==> config.mk <==
export PLATFORM = sky130hd
export DESIGN_NAME = hb_rst_seq
export DESIGN_NICKNAME = d
export VERILOG_FILES = /design/src/rtl/hb_rst_pkg.sv /design/src/rtl/hb_rst_sync.sv /design/src/rtl/hb_rst_classify.sv /design/src/rtl/hb_rst_release.sv /design/src/rtl/hb_rst_seq.sv
export SDC_FILE = /design/constraint.sdc
export NUM_CORES = 1
export LEC_CHECK = 0
export BUFFER_PORTS_ARGS = -buffer_cell sky130_fd_sc_hd__buf_2
export CAP_MARGIN = 20
export CORE_AREA = 2 2 50 64
export DETAILED_ROUTE_END_ITERATION = 7
export DIE_AREA = 0 0 52 66
export PLACE_DENSITY = 0.8
export SLEW_MARGIN = 5
export SYNTH_ARGS = -nofsm -noshare
export SYNTH_HDL_FRONTEND = slang
export SYNTH_SLANG_ARGS = --single-unit
==> constraint.sdc <==
create_clock -name clk -period 1.6 [get_ports clk]
set_input_delay 0.32 -clock clk [delete_from_list [all_inputs] [get_ports clk]]
set_output_delay 0.32 -clock clk [all_outputs]
set_load 0.005 [all_outputs]
==> src/rtl/hb_rst_pkg.sv <==
// Shared types for the host bridge reset sequencer.
// Assumes: HOLD must encode as zero so a cleared state register means "in reset".
package hb_rst_pkg;
    typedef enum logic [1:0] {
        SQ_HOLD  = 2'd0,
        SQ_WAIT  = 2'd1,
        SQ_DRIVE = 2'd2,
        SQ_RUN   = 2'd3
    } seq_state_t;
endpackage

==> src/rtl/hb_rst_sync.sv <==
// Reset request synchroniser: clears at once when the request asserts,
// and releases through STAGES flops on the host clock.
// Assumes: async_n may change at any time relative to clk.
module hb_rst_sync #(
    parameter int STAGES = 2
) (
    input  logic clk,
    input  logic async_n,
    output logic sync_n
);
    logic [STAGES-1:0] chain;

    // Shift ones in after release; clear the whole chain on assertion.
    always_ff @(posedge clk or negedge async_n) begin
        if (!async_n) chain <= '0;
        else          chain <= {chain[STAGES-2:0], 1'b1};
    end

    assign sync_n = chain[STAGES-1];
endmodule

==> src/rtl/hb_rst_classify.sv <==
// Power-good side of the sequencer: strap capture, strap setup timing,
// full/warm tracking and the impossible-state flag.
// Assumes: pwr_ok is synchronous to clk; this logic is reset by power-good
// itself (sticky domain), not by reset-in.
module hb_rst_classify #(
    parameter int STRAP_W    = 4,
    parameter int SETUP_CLKS = 4
) (
    input  logic               clk,
    input  logic               rst_s_n,
    input  logic               pwr_ok,
    input  logic [STRAP_W-1:0] strap_pins,
    input  logic               release_go,
    output logic [STRAP_W-1:0] strap_q,
    output logic               setup_ok,
    output logic               full_seen,
    output logic               state_err
);
    localparam int SCW = $clog2(SETUP_CLKS + 1);

    logic           pg_q;
    logic [SCW-1:0] scnt;

    // Previous power-good level for rising edge detection.
    always_ff @(posedge clk) begin
        pg_q <= pwr_ok;
    end

    // Straps: zero while power is bad, captured on the first good clock, held otherwise.
    always_ff @(posedge clk) begin
        if (!pwr_ok)   strap_q <= '0;
        else if (!pg_q) strap_q <= strap_pins;
    end

    // Count clocks of strap stability since capture, saturating at SETUP_CLKS.
    always_ff @(posedge clk) begin
        if (!pwr_ok || !pg_q)             scnt <= '0;
        else if (scnt != SCW'(SETUP_CLKS)) scnt <= scnt + 1'b1;
    end

    assign setup_ok = (scnt == SCW'(SETUP_CLKS));

    // Remember any power-good loss until the next processor reset release.
    always_ff @(posedge clk) begin
        if (!pwr_ok)         full_seen <= 1'b1;
        else if (release_go) full_seen <= 1'b0;
    end

    // Flag reset-in released while power is not good.
    always_ff @(posedge clk) begin
        state_err <= rst_s_n && !pwr_ok;
    end

    assert_strap_capture_R3: assert property (@(posedge clk) disable iff (!pwr_ok)
        $rose(pwr_ok) |=> (strap_q == $past(strap_pins)));

    assert_strap_sticky_R3: assert property (@(posedge clk) disable iff (!pwr_ok)
        (pwr_ok && pg_q) |=> $stable(strap_q));
endmodule

==> src/rtl/hb_rst_release.sv <==
// Release sequencer: holds the processor in reset, counts timebase ticks
// after reset-in is released, waits for strap setup, then releases and keeps
// the strap driven for HOLD_CLKS clocks.
// Assumes: rst_s_n is already synchronised; tick is one clock wide.
module hb_rst_release
    import hb_rst_pkg::*;
#(
    parameter int RELEASE_TICKS = 1000,
    parameter int HOLD_CLKS     = 8
) (
    input  logic clk,
    input  logic rst_s_n,
    input  logic pwr_ok,
    input  logic tick,
    input  logic setup_ok,
    output logic release_go,
    output logic cpu_rst_n,
    output logic strap_oe,
    output logic rel_pulse
);
    localparam int TW = $clog2(RELEASE_TICKS + 1);
    localparam int HW = $clog2(HOLD_CLKS);

    seq_state_t    state;
    logic [TW-1:0] tcnt;
    logic [HW-1:0] hcnt;

    assign release_go = (state == SQ_WAIT) && (tcnt == TW'(RELEASE_TICKS)) && setup_ok;

    // Sequence reset window, tick wait, strap hold and run.
    always_ff @(posedge clk) begin
        if (!rst_s_n || !pwr_ok) begin
            state     <= SQ_HOLD;
            tcnt      <= '0;
            hcnt      <= '0;
            rel_pulse <= 1'b0;
        end else begin
            rel_pulse <= 1'b0;
            case (state)
                SQ_HOLD: begin
                    state <= SQ_WAIT;
                    tcnt  <= '0;
                end
                SQ_WAIT: begin
                    if (release_go) begin
                        state     <= SQ_DRIVE;
                        hcnt      <= '0;
                        rel_pulse <= 1'b1;
                    end else if (tick && (tcnt != TW'(RELEASE_TICKS))) begin
                        tcnt <= tcnt + 1'b1;
                    end
                end
                SQ_DRIVE: begin
                    if (hcnt == HW'(HOLD_CLKS - 1)) state <= SQ_RUN;
                    else                            hcnt  <= hcnt + 1'b1;
                end
                default: state <= SQ_RUN;
            endcase
        end
    end

    assign cpu_rst_n = (state == SQ_DRIVE) || (state == SQ_RUN);
    assign strap_oe  = (state != SQ_RUN);

    assert_pulse_single_R8: assert property (@(posedge clk) disable iff (!rst_s_n)
        rel_pulse |=> !rel_pulse);

    assert_pulse_at_release_R8: assert property (@(posedge clk) disable iff (!rst_s_n)
        rel_pulse |-> $rose(cpu_rst_n));

    assert_min_hold_R7: assert property (@(posedge clk) disable iff (!rst_s_n)
        $fell(strap_oe) |-> $past(cpu_rst_n, 2));

    assert_setup_met_R6: assert property (@(posedge clk) disable iff (!rst_s_n)
        $rose(cpu_rst_n) |-> $past(setup_ok));
endmodule

==> src/rtl/hb_rst_seq.sv <==
// Top of the host bridge reset sequencer: synchronises reset-in, tracks
// power-good and straps, and times processor reset release and strap drive.
// Assumes: pwr_ok and tick are synchronous to clk.
module hb_rst_seq #(
    parameter int STRAP_W       = 4,
    parameter int STRAP_SEL     = 1,
    parameter int RELEASE_TICKS = 1000,
    parameter int SETUP_CLKS    = 4,
    parameter int HOLD_CLKS     = 8
) (
    input  logic               clk,
    input  logic               tick,
    input  logic               pwr_ok,
    input  logic               rst_in_n,
    input  logic [STRAP_W-1:0] strap_pins,
    output logic               cpu_rst_n,
    output logic               strap_oe,
    output logic               strap_val,
    output logic [STRAP_W-1:0] strap_q,
    output logic               rel_pulse,
    output logic               rel_full,
    output logic               state_err
);
    logic rst_s_n;
    logic release_go;
    logic setup_ok;
    logic full_seen;

    hb_rst_sync #(.STAGES(2)) u_sync (
        .clk     (clk),
        .async_n (rst_in_n),
        .sync_n  (rst_s_n)
    );

    hb_rst_classify #(.STRAP_W(STRAP_W), .SETUP_CLKS(SETUP_CLKS)) u_cls (
        .clk        (clk),
        .rst_s_n    (rst_s_n),
        .pwr_ok     (pwr_ok),
        .strap_pins (strap_pins),
        .release_go (release_go),
        .strap_q    (strap_q),
        .setup_ok   (setup_ok),
        .full_seen  (full_seen),
        .state_err  (state_err)
    );

    hb_rst_release #(.RELEASE_TICKS(RELEASE_TICKS), .HOLD_CLKS(HOLD_CLKS)) u_rel (
        .clk        (clk),
        .rst_s_n    (rst_s_n),
        .pwr_ok     (pwr_ok),
        .tick       (tick),
        .setup_ok   (setup_ok),
        .release_go (release_go),
        .cpu_rst_n  (cpu_rst_n),
        .strap_oe   (strap_oe),
        .rel_pulse  (rel_pulse)
    );

    // Capture the reset type on the release clock so it aligns with rel_pulse.
    always_ff @(posedge clk) begin
        if (release_go) rel_full <= full_seen;
    end

    assign strap_val = strap_q[STRAP_SEL];

    assert_err_holds_reset_R2: assert property (@(posedge clk) disable iff (!rst_s_n)
        state_err |-> !cpu_rst_n);

    assert_warm_keeps_power_R1: assert property (@(posedge clk) disable iff (!rst_s_n)
        rel_pulse |-> pwr_ok);
endmodule

==> out/qor.yml <==
clocking:
  cts_max_path_buffers: 2
  cts-root-buf: "clkbuf_4"
  clkTransAtPathRegs_ns: 0.09
  cts_inserted_buffers: 5
  htreeDepth: 2
  cts.sinks: 29
  cts_tree: "yes"
  clk_latency_ns: 0.32
timing:
  fin_crit_sh_pct: 98.5
  fmax_mhz: 635
  drv_slew: 0
  layout_setup_ws_ns: 0.0242
  grt_setup_unrepaired: "yes"
  min_period_ns: 1.58
  setup_violations: 0
  fin_hold_ws_ns: 0.200
  hold_violations: 0
  clock-skew-final_ns: 0.0110
setup_path:
  cp_data_arrival_time_ns: 1.83
  endpoint_kind: "flip-flop"
  ff2ff_setup_slack_ns: 0.02
  worstSetupEndpoint: "u_rel.tcnt[2]$_SDFFE_PP0P_"
  worstSetupStartpoint: "u_rel.tcnt[1]$_SDFFE_PP0P_"
  cp_max_fo: 4
  critPathLaunchType: "flip-flop"
  r2r_end: "u_rel.tcnt[2]$_SDFFE_PP0P_"
  critical_path_required_ns: 1.86
  r2r-start: "u_rel.tcnt[1]$_SDFFE_PP0P_"
  crit_type: "reg -> reg"
  worstRegToRegCells: 6
power_and_ir_drop:
  p_sw_uw: 309
  p_comb_share_pct: 6.4
  clock_power_share_pct: 37.6
  sw_frac_of_total_pct: 23.0
  leakage_uw: 0.000668
  internal_power_uw: 1030
  ir_worst_vdd_mv: 0.624
  p_seq_share_pct: 56.0
  power.density_nw_per_um2: 786
routing:
  wl_microns: 3080
  wl_per_cell_microns: 13.9
  vias: 1240
  drt-pass1-iter-count: 4
  drt-initial-drc-count: 30
  viasPerCell: 5.59
  drc: 0
  ant_nets: 0
synth:
  synth_area_leaders: "dfxtp_1 (38%), ha_1 (5.5%), nand2_1 (5.0%), dfrtp_1 (3.7%), nand3_1 (3.3%)"
  synth_area_sq_um: 1360
  synth.most_common_cell: "dfxtp_1"
  ys.flop_type: "dfxtp_1"
  synth_fp_nets: 170
  ys_async_sr_fraction_pct: 6.90
  synth_top_area_share_pct: 38.3
  ys_seq_elements: 29
  ys_seq_area_share_pct: 44.2
  yosys_warnings: 0
  synth_cell_types: 39
  synth_edf_count: 1
  synth_cells: 156
  synth.avg_cell_area_sq_um: 8.70
  synth_commonest_cells: "dfxtp_1 (26), nand2_1 (18), nor2_1 (12), nand3_1 (9)"
  synth_largest_area_cell: "dfxtp_1"
layout:
  syn_to_final_growth_pct: 25.7
  layoutNonFillerInstCount: 222
  diodes: 0
  drive_above_1_share_pct: 33.3
  final_nets: 199
grt:
  grtUsageMet1_pct: 22.1
  use_met3_pct: 6.56
  antenna_found_initial: 0
  grt_max_degree: 11
  grtUsageTotal_pct: 20.7
  grt_pass1_wl_microns: 5220
  grt_remaining_overflow: 0
  grt_pass1_vias: 1197
  busiest_layer: "met2"
  use_met2_pct: 34.8
placement:
  numPlacedInstances: 209
  hpwl_microns: 2190
  port_buffers: 17
  gp_congestion: 0.801
  pre_cts_slack_ns: -0.0179
floorplan:
  pin_count: 18
  core_area_sq_um: 2840
  dieHeight_microns: 66
  die-area_sq_um: 3430
  die_w_microns: 52
  initial_utilization_pct: 47.9
  rows: 22
run:
  maxCapViolCount: 0
status:
  outcome: "completed"
worst_hold_path:
  hold_path_class: "in -> reg"
## power by group through the flow
stage               Clock (uW)  Combinational [uW]  Sequential [uW]
global route               559                96.3              753
finish                     504                85.8              751
global placement             0                75.9              769
CTS                        520                82.7              750
detailed placement           0                79.3              770
floorplan                    0                48.3              766
## final cells by class
type	instances	area, sq um
clock buffer	7	65.1
sequential	29	609
clock inverter	1	5.00
fill	258	1130
timing repair buffer	31	193
tap	36	45.0
multi-input combinational	110	757
inverter	8	32.5
## cell families after synthesis
kind of cell / share of synthesized area [%]
XOR/XNOR: 0.645
adder cells (fa/ha/maj): 5.53
multiplexers: 5.44
AO/OA/AOI/OAI: 12.2
other: 0.276
AND/OR/NAND/NOR: 26.7
buffers and inverters: 4.98
flip-flops: 44.2
## how the worst min path moves through the flow
| stage | startpoint | to | slack (ns) | cells after the start |
|---|---|---|---|---|
| 2_1_floorplan | rst_in_n | u_sync.chain[0]$_DFF_PN0_ | 0.02 | 0 |
| 3_3_place_gp | rst_in_n | u_sync.chain[0]$_DFF_PN0_ | 0.10 | 1 |
| 3_5_place_dp | rst_in_n | u_sync.chain[1]$_DFF_PN0_ | 0.11 | 1 |
| 4_1_cts | pwr_ok | u_cls.pg_q$_DFF_P_ | 0.19 | 1 |
| 5_1_grt | pwr_ok | u_cls.pg_q$_DFF_P_ | 0.18 | 1 |
| 6_report | pwr_ok | u_cls.pg_q$_DFF_P_ | 0.20 | 1 |
## metrics by stage
stage / setup TNS, ns / total power, uW / utilization (%) / cell area (sq um)
after floorplan: 0 / 814 / - / 1360
after CTS: 0 / 1350 / 57.4 / 1630
final: 0 / 1340 / 60.2 / 1710
after global routing: -0.0336 / 1410 / 60.2 / 1710
after global placement: 0 / 845 / 53.6 / 1520
after detailed placement: -0.0179 / 850 / 53.6 / 1520
## timing repair
item	CTS	global route
pin swaps	0	3
endpoints found under the setup margin	1	7
resized for setup	2	18
endpoints found under the hold margin	2	0
hold buffers	1	0
setup buffers	3	1
## flip-flops by register name (all words and copies together), names as in the netlist, 2 cells and up
name / count
u_sync.chain: 2
u_rel.state: 2
u_cls.scnt: 3
u_rel.hcnt: 3
u_cls.strap_q: 4
u_rel.tcnt: 10
## worst max-delay path, cell delays in order, from the launching register on
cell	delay, ns
dfxtp_4	0.36
inv_1	0.06
ha_4	0.15
and4bb_4	0.21
and3_4	0.19
or4_4	0.41
a31oi_1	0.14
## layer usage
| metal | wire [microns] | share of wire (%) |
|---|---|---|
| met4 | 78 | 2.5 |
| met5 | 0 | 0 |
| met3 | 128 | 4.2 |
| met1 | 1210 | 39 |
| met2 | 1660 | 54 |
## cells in the final DEF, fill, tap and decap left out, drive strengths merged, types with 2 or more instances in the layout
cell type | netlist | routed
nor2 | 12 | 12
ha | 6 | 6
clkbuf | 8 | 7
buf | 1 | 30
nand4 | 7 | 7
nand3 | 9 | 9
mux2i | 4 | 4
nor3 | 4 | 4
nand3b | 2 | 2
dfxtp | 26 | 26
mux2 | 3 | 3
nand2 | 18 | 18
a21oi | 6 | 6
o22ai | 3 | 3
and3 | 3 | 3
dfrtp | 2 | 2
or3 | 3 | 3
o21ai | 3 | 3
nor2b | 5 | 5
inv | 8 | 8
a31oi | 5 | 5
a211oi | 2 | 2
a22oi | 2 | 2
No activity file was read; power rests on OpenSTA's default activity.
